--- src/rtl/acc_port_pkg.sv ---
package acc_port_pkg;

  // Segment index order used for enable and strobe vectors.
  typedef enum logic [1:0] {
    SEG_LO  = 2'd0,
    SEG_HI  = 2'd1,
    SEG_EXT = 2'd2
  } seg_idx_e;

  localparam int NSEG = 3;

  // Segment drives its slice: normal mode with its enable asserted (low).
  function automatic logic seg_drives(input logic prel, input logic en_n);
    return !prel && !en_n;
  endfunction

  // Segment takes pin data: preload mode with its enable released (high).
  function automatic logic seg_loads(input logic prel, input logic en_n);
    return prel && en_n;
  endfunction

  // Segment index that owns accumulator bit b.
  function automatic int seg_of_bit(input int b, input int lo_w, input int hi_w);
    if (b < lo_w) return int'(SEG_LO);
    else if (b < lo_w + hi_w) return int'(SEG_HI);
    else return int'(SEG_EXT);
  endfunction

endpackage

--- src/rtl/acc_seg_ctrl.sv ---
module acc_seg_ctrl
  import acc_port_pkg::*;
(
  input  logic clk,
  input  logic rst_n,
  input  logic prel,
  input  logic en_n,
  input  logic cap_en,
  output logic drv,
  output logic sel,
  output logic strobe
);

  assign drv    = seg_drives(prel, en_n);
  assign sel    = seg_loads(prel, en_n);
  assign strobe = sel && cap_en;

  p_no_drive_in_preload_r3: assert property (@(posedge clk) disable iff (!rst_n)
    prel |-> !drv);

  p_drive_sel_exclusive_r2: assert property (@(posedge clk) disable iff (!rst_n)
    !(drv && strobe));

  p_strobe_needs_capture_r9: assert property (@(posedge clk) disable iff (!rst_n)
    !cap_en |-> !strobe);

endmodule

--- src/rtl/acc_slice_reg.sv ---
module acc_slice_reg
  import acc_port_pkg::*;
#(
  parameter int LO_W  = 16,
  parameter int HI_W  = 16,
  parameter int EXT_W = 3
) (
  input  logic                          clk,
  input  logic                          rst_n,
  input  logic                          cap_en,
  input  logic                          prel,
  input  logic [NSEG-1:0]               seg_sel,
  input  logic [LO_W+HI_W+EXT_W-1:0]    sum_in,
  input  logic [LO_W+HI_W+EXT_W-1:0]    pre_word,
  output logic [LO_W+HI_W+EXT_W-1:0]    acc_q
);

  localparam int AW = LO_W + HI_W + EXT_W;

  logic [AW-1:0] bit_wmask;
  logic [AW-1:0] acc_d;

  // Expand the per-segment mask to a per-bit write mask.
  for (genvar b = 0; b < AW; b++) begin : g_mask
    localparam int SEG = seg_of_bit(b, LO_W, HI_W);
    assign bit_wmask[b] = seg_sel[SEG];
  end

  always_comb begin
    acc_d = acc_q;
    if (cap_en) begin
      if (!prel) acc_d = sum_in;
      else       acc_d = (pre_word & bit_wmask) | (acc_q & ~bit_wmask);
    end
  end

  always_ff @(posedge clk or negedge rst_n) begin
    if (!rst_n) acc_q <= '0;
    else        acc_q <= acc_d;
  end

  p_sum_capture_r6: assert property (@(posedge clk) disable iff (!rst_n)
    (cap_en && !prel) |=> acc_q == $past(sum_in));

  p_hold_no_capture_r9: assert property (@(posedge clk) disable iff (!rst_n)
    !cap_en |=> $stable(acc_q));

endmodule

--- src/rtl/acc_port_ctrl.sv ---
module acc_port_ctrl
  import acc_port_pkg::*;
#(
  parameter int LO_W  = 16,
  parameter int HI_W  = 16,
  parameter int EXT_W = 3
) (
  input  logic                       clk,
  input  logic                       rst_n,
  input  logic                       prel,
  input  logic                       oe_xtp_n,
  input  logic                       oe_msp_n,
  input  logic                       oe_lsp_n,
  input  logic                       cap_en,
  input  logic [LO_W+HI_W+EXT_W-1:0] sum_in,
  input  logic [EXT_W-1:0]           xtp_pin_in,
  input  logic [HI_W-1:0]            msp_pin_in,
  input  logic [LO_W-1:0]            lsp_pin_in,
  output logic [EXT_W-1:0]           xtp_pin_out,
  output logic                       xtp_pin_oe,
  output logic [HI_W-1:0]            msp_pin_out,
  output logic                       msp_pin_oe,
  output logic [LO_W-1:0]            lsp_pin_out,
  output logic                       lsp_pin_oe,
  output logic [LO_W-1:0]            y_data,
  output logic                       y_ok,
  output logic [LO_W+HI_W+EXT_W-1:0] pre_word,
  output logic [NSEG-1:0]            pre_strobe,
  output logic [LO_W+HI_W+EXT_W-1:0] acc_q
);

  localparam int AW     = LO_W + HI_W + EXT_W;
  localparam int HI_LSB = LO_W;
  localparam int EX_LSB = LO_W + HI_W;

  logic [NSEG-1:0] seg_en_n;
  logic [NSEG-1:0] seg_drv;
  logic [NSEG-1:0] seg_sel;

  assign seg_en_n = {oe_xtp_n, oe_msp_n, oe_lsp_n};

  for (genvar s = 0; s < NSEG; s++) begin : g_seg
    acc_seg_ctrl u_seg (
      .clk    (clk),
      .rst_n  (rst_n),
      .prel   (prel),
      .en_n   (seg_en_n[s]),
      .cap_en (cap_en),
      .drv    (seg_drv[s]),
      .sel    (seg_sel[s]),
      .strobe (pre_strobe[s])
    );
  end

  assign pre_word = {xtp_pin_in, msp_pin_in, lsp_pin_in};

  acc_slice_reg #(.LO_W(LO_W), .HI_W(HI_W), .EXT_W(EXT_W)) u_acc (
    .clk      (clk),
    .rst_n    (rst_n),
    .cap_en   (cap_en),
    .prel     (prel),
    .seg_sel  (seg_sel),
    .sum_in   (sum_in),
    .pre_word (pre_word),
    .acc_q    (acc_q)
  );

  assign xtp_pin_out = acc_q[AW-1:EX_LSB];
  assign msp_pin_out = acc_q[EX_LSB-1:HI_LSB];
  assign lsp_pin_out = acc_q[HI_LSB-1:0];
  assign xtp_pin_oe  = seg_drv[SEG_EXT];
  assign msp_pin_oe  = seg_drv[SEG_HI];
  assign lsp_pin_oe  = seg_drv[SEG_LO];

  assign y_data = lsp_pin_in;
  assign y_ok   = oe_lsp_n;

  p_preload_all_float_r3: assert property (@(posedge clk) disable iff (!rst_n)
    prel |-> !(xtp_pin_oe || msp_pin_oe || lsp_pin_oe));

  p_y_only_when_floating_r7: assert property (@(posedge clk) disable iff (!rst_n)
    y_ok |-> !lsp_pin_oe);

  p_lo_load_r4: assert property (@(posedge clk) disable iff (!rst_n)
    (cap_en && prel && oe_lsp_n) |=> acc_q[HI_LSB-1:0] == $past(lsp_pin_in));

  p_hi_load_r4: assert property (@(posedge clk) disable iff (!rst_n)
    (cap_en && prel && oe_msp_n) |=> acc_q[EX_LSB-1:HI_LSB] == $past(msp_pin_in));

  p_ext_keep_r5: assert property (@(posedge clk) disable iff (!rst_n)
    (prel && !oe_xtp_n) |=> $stable(acc_q[AW-1:EX_LSB]));

  p_lo_keep_r5: assert property (@(posedge clk) disable iff (!rst_n)
    (prel && !oe_lsp_n) |=> $stable(acc_q[HI_LSB-1:0]));

endmodule

--- config.mk ---
export PLATFORM = sky130hd
export DESIGN_NAME = acc_port_ctrl
export DESIGN_NICKNAME = d
export VERILOG_FILES = /design/src/rtl/acc_port_pkg.sv /design/src/rtl/acc_seg_ctrl.sv /design/src/rtl/acc_slice_reg.sv /design/src/rtl/acc_port_ctrl.sv
export SDC_FILE = /design/constraint.sdc
export NUM_CORES = 1
export LEC_CHECK = 0
export ABC_AREA = 1
export ABC_CLOCK_PERIOD_IN_PS = 1310
export BUFFER_PORTS_ARGS = -buffer_cell sky130_fd_sc_hd__buf_2
export CORE_MARGIN = 4
export CORE_UTILIZATION = 43
export DETAILED_ROUTE_END_ITERATION = 6
export PLACE_DENSITY_LB_ADDON = 0.15
export RECOVER_POWER = 100
export SKIP_CTS_REPAIR_TIMING = 1
export SYNTH_ARGS = -nofsm -noshare
export SYNTH_HDL_FRONTEND = slang
export SYNTH_SLANG_ARGS = --single-unit
--- constraint.sdc ---
create_clock -name clk -period 1.31 [get_ports clk]
set_input_delay 0.1965 -clock clk [delete_from_list [all_inputs] [get_ports clk]]
set_output_delay 0.1965 -clock clk [all_outputs]
set_load 0.005 [all_outputs]
Word level (Yosys, flattened, before mapping)
Cells that the tools add are included.

cells by class
  reductions and logical operators = 13
  equal/unequal tests = 0
  mux-type cells = 1
  magnitude comparators = 0
  $mul = 0
  shift-type cells = 0
  bitwise operators = 4
  add/subtract/negate cells = 0
  divide/modulo/power cells = 0

operators by type and width
  cell                count
  35-bit AND          2
  35-bit two-way mux  1
  35-bit inverter     1
  35-bit OR           1
  1-bit logical AND   9
  1-bit zero test     4

storage, ports and cells
  bits in read-only memories = 0
  memory bits (writable) = 0
  output and inout port bits = 128
  latch bits = 0
  memories = 0
  bits in registers = 35
  bits of input ports = 77

Longest topological paths before layout
  depth after elaboration = 5
  mapped depth = 8
  gate-level depth less buffers = 5

Modules after synthesis
A second synthesis with hierarchy kept.

second synthesis, totals
  cells, all modules = 376
  area total of the unflattened synthesis = 2581.2 sq um

modules (own cells, without submodules)
  module         instances  area an instance (sq um)  cells each  seq. area each (sq um)
  acc_slice_reg  1          1864.3                    274         875.8
  acc_port_ctrl  1          653.1                     87          0.0
  acc_seg_ctrl   3          21.3                      5           0.0

Worst setup path after synthesis
OpenSTA, ideal clock, no wires.

  path kind = input to output
  start point = in prel
  end point = out pre_strobe[0]
  buffers on the path = 3
  arrival time = 809 ps
  slack = 304 ps
  stages on the path = 5
  cell sequence = buf_6 > inv_2 > buf_2 > nor3_1 > buf_4

between the ends
  longest elaborated chain between the ends = 2

RTL lines
  element             RTL line             source
  start: declaration  acc_port_ctrl.sv:10  input logic prel,
  1-bit logical AND   acc_port_pkg.sv:19   return prel && en_n;
  1-bit logical AND   acc_seg_ctrl.sv:16   assign strobe = sel && cap_en;
  end: declaration    acc_port_ctrl.sv:28  output logic [NSEG-1:0] pre_strobe,

No other way between the ends.

Worst setup path in the final report
  start point = in prel
  end point = out pre_strobe[2]

Same word-level chain as after synthesis.

==> impl_metrics.py <==
metrics = {
    "sta": {
        "rsz0062_at_grt": "no",
        "timing.setup.tns_ns": 0,
        "max_freq_mhz": 931,
        "slew_viol_final": 0,
        "hold_ws_ns": 0.206,
        "slew_headroom_pct": 64.5,
        "finalSetupViolCount": 0,
        "fin_ws_ns": 0.236,
        "hold_viol": 0,
        "period_share_pct": 82.0,
        "min_period_ns": 1.07,
        "worst_pin_slew_ns": 0.531,
        "fin_worst_skew_ns": 0,
    },
    "finish": {
        "layout_commonest_cell": "nand2_1",
        "nNetsFinal": 564,
        "seq_area_um2": 876,
        "syn_to_final_growth_pct": 15.3,
        "diodes": 0,
        "final_cell_mix": "nand2_1 (180), buf_2 (141), clkbuf_1 (54), nand3_1 (35), dfrtp_1 (35)",
        "nFillCells": 653,
        "final_util_pct": 51.2,
        "multi_input_comb_area_um2": 921,
        "drive_gt1_share_pct": 34.8,
    },
    "detailed_routing": {
        "dr.pass1.iters": 4,
        "drtIter0Drc": 63,
        "drc_errors": 0,
        "via_per_inst": 4.51,
        "ant_nets": 0,
        "routed_wl_um": 7100,
        "wl_per_cell_um": 12.6,
        "vias": 2538,
    },
    "worst_setup_path": {
        "crit_type": "input port to primary output",
        "reg2reg_depth": 2,
        "cp_slowest_stage_delay_ns": 0.26,
        "critical_path_required_ns": 1.11,
        "path_cells": "buf_2, inv_1, nor3_1, clkbuf_1",
        "startpoint_type": "input port",
        "timing.reg2reg.setup_slack_ns": 0.65,
        "crit_slowest_cell": "nor3_1",
        "critical_path_arrival_ns": 0.88,
        "critical_path.endpoint_type": "primary output",
        "worstPathMaxFanout": 6,
    },
    "die": {
        "ios": 205,
        "die_y_um": 86.2,
        "die_area_mm2": 0.00743,
        "rows": 28,
        "start_util_pct": 44.4,
        "die_w_um": 86.2,
        "core_mm2": 0.00592,
    },
    "global_routing": {
        "gr-total-overflow": 0,
        "antenna_found_initial": 0,
        "grt_start_max_net_pins": 20,
        "grt_pass1_vias": 2271,
        "grtUsageMet2_pct": 31.8,
        "gr-usage-all-layers_pct": 18.3,
        "grt.busiest_layer": "met2",
        "grt_pass1_wl_um": 10800,
        "grt_util_met1_pct": 22.8,
        "grt_use_met3_pct": 4.37,
    },
    "run": {
        "max_cap_violations": 0,
    },
    "logic_synthesis": {
        "ys_ff_latch": 35,
        "syn_inst": 372,
        "syn-num-nets": 449,
        "muxShareOfSynthArea_pct": 0,
        "avgSynthCellArea_um2": 7.07,
        "synth.distinct_cells": 14,
        "synth_compound_area_share_pct": 1.43,
        "yosys.area_share.simple_pct": 33.7,
        "synth-xor-area-share_pct": 0,
        "synth_top_family_by_area": "simple AND/OR/NAND/NOR gates",
        "synthAdderAreaFrac_pct": 0,
        "ys_seq_area_share_pct": 33.3,
        "ys_warn_count": 0,
        "syn_area_mm2": 0.00263,
    },
    "worst_hold_path": {
        "hold_depth": 5,
        "min_path_type": "input port to flip-flop",
    },
    "place": {
        "dp_slack_ns": 0.150,
        "io_buffers": 204,
        "dp_hpwl_um": 5660,
        "gp_congestion": 0.728,
    },
    "power": {
        "p_total_mw": 2.93,
        "irDropWorstVdd_mv": 0.444,
        "power_density_mw_per_mm2": 967,
        "p_leak_nw": 1.88,
    },
    "run_status": {
        "outcome": "finished, final reports clean",
    },
    "clock_network": {
        "clkLatencyLatePin_ns": 0.28,
        "cts_tree": "yes",
        "clockBufferDepth": 2,
        "cts_sinks": 35,
        "h-tree-depth": 2,
        "path_clk_slew_ns": 0.07,
        "numCtsBuffers": 5,
        "cts_root_buf": "clkbuf_8",
    },
}
worst max-delay path: cells and delay by family:
family,cells,cell delay (ns)
buffers and inverters,3,0.42
AND/OR/NAND/NOR,1,0.26
routing by layer:
metal / wire length [um] / vias to the layer above
met5: 0 / -
met4: 58 / 0
met3: 720 / 5
met2: 3540 / 121
met1: 2780 / 1132
li1: - / 1280
worst paths after layout:
| kind | start | to |
|---|---|---|
| max reg2reg | flip-flop | flip-flop |
| max | prel | pre_strobe[2] |
| min reg2reg | flip-flop | flip-flop |
| max in group asynchronous | rst_n | asynchronous set/reset pin |
| min | sum_in[5] | flip-flop |
| min in group asynchronous | rst_n | asynchronous set/reset pin |
synth_stat cells:
master	count	area share (%)
nand2_2	2	0.48
inv_2	4	0.57
dfrtp_1	35	33
inv_1	1	0.14
buf_6	7	3.0
a21oi_1	1	0.19
nor2_1	3	0.43
buf_2	7	1.3
buf_4	92	26
nand2_1	179	26
a21oi_4	2	1.2
clkbuf_4	1	0.29
nor3_1	3	0.57
nand3_1	35	6.7
cell type report:
cell class | count | area share [%]
sequential | 35 | 28.9
tap | 75 | 3.10
inverter | 5 | 0.619
multi-input combinational | 225 | 30.4
clock buffer | 7 | 2.52
timing repair buffer | 215 | 34.3
clock inverter | 1 | 0.165
power breakdown:
group | leakage (nW) | internal, mW | switching (mW) | total (mW)
Combinational | 1.39 | 0.407 | 0.466 | 0.873
Clock | 0.0422 | 0.373 | 0.359 | 0.731
Sequential | 0.446 | 1.21 | 0.112 | 1.33
Total | 1.88 | 1.99 | 0.937 | 2.93
logic make-up after synthesis:
group | after synthesis
buffers and inverters | 112
DFF | 35
and+or+nand+nor | 222
AOI/OAI and AO/OA | 3
metrics by stage:
step | cells | area [um2]
after floorplan | 372 | 2630
after global placement | 554 | 3030
after detailed placement | 554 | 3030
after CTS | 562 | 3110
after global routing | 563 | 3030
final | 563 | 3030
Note: power is estimated with default switching activity, not from simulation.
